$ cat config.mk
export PLATFORM = sky130hd
export DESIGN_NAME = clk_src_ctrl
export DESIGN_NICKNAME = d
export VERILOG_FILES = /design/src/rtl/clk_src_pkg.sv /design/src/rtl/clk_cfg_regs.sv /design/src/rtl/clk_evt_counter.sv /design/src/rtl/clk_src_fsm.sv /design/src/rtl/clk_src_ctrl.sv
export SDC_FILE = /design/constraint.sdc
export NUM_CORES = 1
export LEC_CHECK = 0
export CAP_MARGIN = 20
export CELL_PAD_IN_SITES_DETAIL_PLACEMENT = 0
export CELL_PAD_IN_SITES_GLOBAL_PLACEMENT = 2
export CORE_ASPECT_RATIO = 0.8
export CORE_MARGIN = 2
export CORE_UTILIZATION = 32
export DETAILED_ROUTE_END_ITERATION = 8
export HOLD_SLACK_MARGIN = 0.03
export MAX_ROUTING_LAYER = met4
export PLACE_DENSITY_LB_ADDON = 0.1
export SLEW_MARGIN = 20
export SYNTH_ARGS = -nofsm -noshare
export SYNTH_HDL_FRONTEND = slang
export SYNTH_SLANG_ARGS = --single-unit
$ cat constraint.sdc
create_clock -name clk_i -period 2.6 [get_ports clk_i]
set_input_delay 0.39 -clock clk_i [delete_from_list [all_inputs] [get_ports clk_i]]
set_output_delay 0.39 -clock clk_i [all_outputs]
set_load 0.005 [all_outputs]
$ cat src/rtl/clk_src_pkg.sv
package clk_src_pkg;

  typedef enum logic [2:0] {
    ST_INT_RUN   = 3'd0,
    ST_HALT_WAIT = 3'd1,
    ST_RESUME    = 3'd2,
    ST_EXT_RUN   = 3'd3,
    ST_SUSPEND   = 3'd4
  } clk_state_e;

  typedef struct packed {
    logic long_dly;
    logic tune_en;
    logic clk_out_dis;
    logic ext_en;
  } clk_cfg_t;

endpackage

$ cat src/rtl/clk_cfg_regs.sv
module clk_cfg_regs
  import clk_src_pkg::*;
#(
  parameter logic [7:0] CFG_ADDR   = 8'hF8,
  parameter logic [7:0] PORT2_ADDR = 8'h02
) (
  input  logic       clk_i,
  input  logic       rst_ni,
  input  logic       wr_en_i,
  input  logic [7:0] addr_i,
  input  logic [7:0] wdata_i,
  input  logic       int_mode_i,
  input  logic       pin_in_i,
  output clk_cfg_t   cfg_o,
  output logic       ext_wr_o,
  output logic [7:0] rdata_o
);

  logic     cfg_hit_wr;
  clk_cfg_t cfg_q;
  logic     unused_wdata;

  assign cfg_hit_wr   = wr_en_i && (addr_i == CFG_ADDR);
  assign ext_wr_o     = cfg_hit_wr && wdata_i[0];
  assign unused_wdata = ^wdata_i[6:3];

  always_ff @(posedge clk_i or negedge rst_ni) begin
    if (!rst_ni) begin
      cfg_q <= '0;
    end else if (cfg_hit_wr) begin
      cfg_q.ext_en      <= wdata_i[0];
      cfg_q.clk_out_dis <= wdata_i[1];
      cfg_q.tune_en     <= wdata_i[2];
      cfg_q.long_dly    <= wdata_i[7];
    end
  end

  always_comb begin
    rdata_o = '0;
    if (addr_i == CFG_ADDR) begin
      rdata_o[0] = cfg_q.ext_en;
      rdata_o[1] = cfg_q.clk_out_dis;
      rdata_o[2] = cfg_q.tune_en;
      rdata_o[7] = cfg_q.long_dly;
    end else if (addr_i == PORT2_ADDR) begin
      rdata_o[1] = int_mode_i && pin_in_i;
    end
  end

  assign cfg_o = cfg_q;

endmodule

$ cat src/rtl/clk_evt_counter.sv
module clk_evt_counter #(
  parameter int W = 8
) (
  input  logic         clk_i,
  input  logic         rst_ni,
  input  logic         clr_i,
  input  logic         step_i,
  input  logic [W-1:0] limit_i,
  output logic         done_o
);

  logic [W-1:0] cnt_q;
  logic         at_last;

  assign at_last = (cnt_q >= (limit_i - W'(1)));
  assign done_o  = step_i && at_last;

  always_ff @(posedge clk_i or negedge rst_ni) begin
    if (!rst_ni) begin
      cnt_q <= '0;
    end else if (clr_i) begin
      cnt_q <= '0;
    end else if (step_i && !at_last) begin
      cnt_q <= cnt_q + W'(1);
    end
  end

endmodule

$ cat src/rtl/clk_src_fsm.sv
module clk_src_fsm
  import clk_src_pkg::*;
(
  input  logic       clk_i,
  input  logic       rst_ni,
  input  logic       ext_wr_i,
  input  logic       cfg_ext_i,
  input  logic       stable_i,
  input  logic       suspend_i,
  input  logic       wake_i,
  input  logic       dly_done_i,
  input  logic       to_done_i,
  output clk_state_e state_o,
  output logic       timeout_o,
  output logic       sel_ext_o,
  output logic       gate_en_o,
  output logic       int_osc_en_o,
  output logic       ext_osc_en_o,
  output logic       cpu_run_o
);

  clk_state_e state_q, state_d;
  logic       timeout_q;

  always_comb begin
    state_d = state_q;
    unique case (state_q)
      ST_INT_RUN: begin
        if (suspend_i)     state_d = ST_SUSPEND;
        else if (ext_wr_i) state_d = ST_HALT_WAIT;
      end
      ST_HALT_WAIT: if (stable_i)   state_d = ST_RESUME;
      ST_RESUME:    if (dly_done_i) state_d = ST_EXT_RUN;
      ST_EXT_RUN:   if (suspend_i)  state_d = ST_SUSPEND;
      ST_SUSPEND:   if (wake_i)     state_d = cfg_ext_i ? ST_HALT_WAIT : ST_INT_RUN;
      default:      state_d = ST_INT_RUN;
    endcase
  end

  always_ff @(posedge clk_i or negedge rst_ni) begin
    if (!rst_ni) begin
      state_q   <= ST_INT_RUN;
      timeout_q <= 1'b0;
    end else begin
      state_q <= state_d;
      if (state_q == ST_HALT_WAIT && to_done_i && !stable_i) timeout_q <= 1'b1;
    end
  end

  always_comb begin
    sel_ext_o    = 1'b0;
    gate_en_o    = 1'b0;
    int_osc_en_o = 1'b0;
    ext_osc_en_o = 1'b0;
    cpu_run_o    = 1'b0;
    unique case (state_q)
      ST_INT_RUN: begin
        gate_en_o    = 1'b1;
        int_osc_en_o = 1'b1;
        cpu_run_o    = 1'b1;
      end
      ST_HALT_WAIT: begin
        sel_ext_o    = 1'b1;
        ext_osc_en_o = 1'b1;
      end
      ST_RESUME: begin
        sel_ext_o    = 1'b1;
        ext_osc_en_o = 1'b1;
        gate_en_o    = 1'b1;
      end
      ST_EXT_RUN: begin
        sel_ext_o    = 1'b1;
        ext_osc_en_o = 1'b1;
        gate_en_o    = 1'b1;
        cpu_run_o    = 1'b1;
      end
      default: ;
    endcase
  end

  assign state_o   = state_q;
  assign timeout_o = timeout_q;

endmodule

$ cat src/rtl/clk_src_ctrl.sv
module clk_src_ctrl
  import clk_src_pkg::*;
#(
  parameter logic [7:0] CFG_ADDR    = 8'hF8,
  parameter logic [7:0] PORT2_ADDR  = 8'h02,
  parameter int         SHORT_TICKS = 128,
  parameter int         LONG_TICKS  = 4000,
  parameter int         TIMEOUT_CYC = 100000
) (
  input  logic       clk_i,
  input  logic       rst_ni,
  input  logic       wr_en_i,
  input  logic [7:0] addr_i,
  input  logic [7:0] wdata_i,
  output logic [7:0] rdata_o,
  input  logic       ext_stable_i,
  input  logic       suspend_req_i,
  input  logic       wake_i,
  input  logic       tick_i,
  input  logic       int_clk_i,
  input  logic       osc_in_i,
  output logic       sel_ext_o,
  output logic       clk_gate_en_o,
  output logic       int_osc_en_o,
  output logic       ext_osc_en_o,
  output logic       cpu_run_o,
  output logic       osc_out_o,
  output logic       timeout_o
);

  localparam int DLY_MAX = (LONG_TICKS > SHORT_TICKS) ? LONG_TICKS : SHORT_TICKS;
  localparam int DW      = $clog2(DLY_MAX + 1);
  localparam int TW      = $clog2(TIMEOUT_CYC + 1);

  clk_state_e state;
  clk_cfg_t   cfg;
  logic       ext_wr;
  logic       int_mode;
  logic       dly_done;
  logic       to_done;
  logic [DW-1:0] dly_limit;

  assign int_mode  = (state == ST_INT_RUN);
  assign dly_limit = cfg.long_dly ? DW'(LONG_TICKS) : DW'(SHORT_TICKS);

  clk_cfg_regs #(
    .CFG_ADDR  (CFG_ADDR),
    .PORT2_ADDR(PORT2_ADDR)
  ) i_regs (
    .clk_i     (clk_i),
    .rst_ni    (rst_ni),
    .wr_en_i   (wr_en_i),
    .addr_i    (addr_i),
    .wdata_i   (wdata_i),
    .int_mode_i(int_mode),
    .pin_in_i  (osc_in_i),
    .cfg_o     (cfg),
    .ext_wr_o  (ext_wr),
    .rdata_o   (rdata_o)
  );

  clk_evt_counter #(.W(DW)) i_dly_cnt (
    .clk_i  (clk_i),
    .rst_ni (rst_ni),
    .clr_i  (state != ST_RESUME),
    .step_i (tick_i),
    .limit_i(dly_limit),
    .done_o (dly_done)
  );

  clk_evt_counter #(.W(TW)) i_to_cnt (
    .clk_i  (clk_i),
    .rst_ni (rst_ni),
    .clr_i  (state != ST_HALT_WAIT),
    .step_i (1'b1),
    .limit_i(TW'(TIMEOUT_CYC)),
    .done_o (to_done)
  );

  clk_src_fsm i_fsm (
    .clk_i       (clk_i),
    .rst_ni      (rst_ni),
    .ext_wr_i    (ext_wr),
    .cfg_ext_i   (cfg.ext_en),
    .stable_i    (ext_stable_i),
    .suspend_i   (suspend_req_i),
    .wake_i      (wake_i),
    .dly_done_i  (dly_done),
    .to_done_i   (to_done),
    .state_o     (state),
    .timeout_o   (timeout_o),
    .sel_ext_o   (sel_ext_o),
    .gate_en_o   (clk_gate_en_o),
    .int_osc_en_o(int_osc_en_o),
    .ext_osc_en_o(ext_osc_en_o),
    .cpu_run_o   (cpu_run_o)
  );

  assign osc_out_o = int_mode && (cfg.clk_out_dis || int_clk_i);

endmodule

==> flow_summary.toml <==
[route]
drtIter0Drc = 86
vias_per_cell = 5.223
wl_per_cell_um = 14.44
wl_um = 5431
drtPass1Iterations = 4
ant_nets = 0
route.detailed.drc = 0
vias = 1964

[final_layout]
final_cell_area_um2 = 2849
regArea_um2 = 925.9
stdcell_count = 376
n_fill_cell = 705
area_growth_syn_to_layout_pct = 22.49
drive_gt1_share_pct = 10.38
multi_input_area_um2 = 1303
diodes = 0
num-nets-final = 322

[global_route]
grt_pass1_wl_um = 9225
track_usage_pct = 14.74
grt_pass1_vias = 1802
antenna_found_initial = 0
overflow = 0
grt_max_degree = 38

[pwr]
ir_worst_vdd_mv = 0.5947
leakage_nw = 1.132
power_mw = 1.747
power_density_nw_per_um2 = 613.4

[floorplanning]
rows = 27
die_h_um = 80.26
initial_core_util_pct = 33.42
ios = 40
core_region_area_um2 = 6959
die_w_um = 99.32
die_area_um2 = 7971

[clock_tree]
numCtsBuffers = 5
cts-root-buf = "clkbuf_8"
tritoncts = "yes"
clkLatencyLatePin_ps = 300
clock_path_buffers = 2
htree_num_levels = 2
clock_sinks = 37
path_clk_slew_ps = 80
postCtsSetupRepairBufs = 0
cts-hold-fix-buffers = 0
post_cts_resized = 0

[setup_path]
reg2reg_slack_ps = 340
cp_data_required_time_ps = 2210
crit_type = "register to primary output"
critPathArrivalTime_ps = 2070
start_kind = "register"
r2r_cells = 7
end_kind = "primary output"
cp_max_fo = 4

[timing]
grt_setup_unrepaired = "false"
worst_pin_slew_ps = 864.9
fin_crit_ps = 2459
fmax_ghz = 0.4067
finalSetupViolCount = 0
finalHoldViolCount = 0
setup-tns-final_ps = 0
post-route-period-util_pct = 94.58
fin_skew_ps = 12.59
slew_violations = 0
slew_headroom_pct = 42.34
holdWs_ps = 201.0

[logic_synthesis]
yosys-mux-area-fraction_pct = 3.228
synth_fa_ha_area_share_pct = 4.841
netlist_instances = 252
synthFlopType = "dfrtp_1"
yosys_warnings = 0
async_flop_share_pct = 100.0
yosys.area_share.simple_pct = 27.06
ys_seq_elements = 37
synth_top_family_by_area = "simple AND/OR/NAND/NOR gates"
synth-edff-count = 0
netlist_area_um2 = 2326
yosys.area.top_type = "dfrtp_1"
seq_area_frac_synth_pct = 39.81
synth.area.top_cells = "dfrtp_1 (40%), ha_1 (4.8%), a21oi_1 (4.3%)"
syn-mean-instance-area_um2 = 9.230
ys_top_cells_by_count = "dfrtp_1 (37), nor2_1 (21), a21oi_1 (20)"
synth_most_common_cell = "dfrtp_1"
synth_xor_area_share_pct = 3.012
synth_cell_type_count = 53
synth_top_area_share_pct = 39.81
synth-compound-area-share_pct = 17.21

[worst_hold_path]
hold_class = "input port to async pin"

[place]
numPortBuffers = 31
dp_hpwl_um = 4024
place_area_um2 = 2729
dp_cells = 368
place_congestion = 0.7283

[run_status]
outcome = "completed"

[flow_run]
maxCapViolCount = 0
## state kept, by name (all words and copies together), names as in the netlist
register and cells:
i_dly_cnt.cnt_q 12, i_fsm.state_o 3, i_to_cnt.cnt_q 17, i_fsm.timeout_o 1, i_regs.cfg_o 4
## power by group
part | leakage [nW] | total [mW] | internal, mW | switching [mW]
combinational | 0.565 | 0.573 | 0.274 | 0.298
clock | 0.0574 | 0.535 | 0.312 | 0.223
sequential | 0.509 | 0.640 | 0.615 | 0.0250
## cell families (layout without fill, tap and decap cells)
group / Yosys count / in the layout
compound gates: 59 / 59
xor+xnor: 8 / 8
fa+ha+maj: 9 / 9
buf+inv: 21 / 55
flops: 37 / 37
mux: 7 / 7
other cells: 1 / 4
simple gates: 110 / 110
## critical path: stages, from the launching register on
cell and delay [ps]:
dfrtp_1 380, or3_1 460, nor4_1 230, a32o_1 210
clkdlybuf4s50_1 510
## per-layer routing
metal | vias to the layer above | global-route usage [%] | part of all wire [%]
li1 | 1008 | - | -
met1 | 909 | 23.87 | 58
met2 | 42 | 18.24 | 37
met3 | 5 | 3.481 | 4.5
met4 | 0 | 2.055 | 0.57
met5 | - | - | 0
## placed cells by master, fill, tap and decap left out, types with 2 or more instances in the layout
cell,synthesis,final
a211oi_1,6,6
a21oi_1,20,20
a32o_1,2,2
and2_1,4,4
and3_1,2,2
and4_1,3,3
buf_4,6,7
clkbuf_8,0,6
clkdlybuf4s50_1,0,30
conb_1,1,4
dfrtp_1,37,37
ha_1,9,9
inv_1,9,9
mux2_2,4,4
mux2i_1,3,3
nand2_1,17,17
nand2b_1,5,5
nand3_1,13,13
nand3b_1,3,3
nand4_1,9,9
nor2_1,21,21
nor2b_1,4,4
nor3_1,2,2
o21ai_0,10,10
o31ai_1,8,8
or2_2,2,2
or3_1,7,7
or4_1,7,7
xnor2_1,8,8
## path summary, 6_finish.rpt
check	to	start
hold / removal	i_to_cnt.cnt_q[9]$_DFFE_PN0P_	rst_ni
setup / recovery	rdata_o[1]	i_fsm.state_o[0]$_DFFE_PN0P_
hold reg to reg	i_fsm.timeout_o$_DFFE_PN0P_	i_fsm.timeout_o$_DFFE_PN0P_
setup reg to reg	i_dly_cnt.cnt_q[11]$_DFFE_PN0P_	i_regs.cfg_o[3]$_DFFE_PN0N_
max in group asynchronous	i_dly_cnt.cnt_q[3]$_DFFE_PN0P_	rst_ni
min in group clk_i	i_fsm.timeout_o$_DFFE_PN0P_	i_fsm.timeout_o$_DFFE_PN0P_
## area by class of cell
class | count | share of cell area, %
clock inverter | 2 | 1.318
tap | 87 | 3.821
multi-input combinational | 197 | 45.72
timing repair buffer | 38 | 12.56
inverter | 9 | 1.186
sequential | 37 | 32.50
clock buffer | 6 | 2.899
## through the flow
step / util, % / setup WS, ps
floorplan: - / 528.2
global placement: 39.21 / 249.0
detailed placement: 39.21 / 238.5
CTS: 40.94 / 103.8
global route: 40.94 / 18.33
finish: 40.94 / 140.9
No activity file was read; power rests on OpenSTA's default activity.
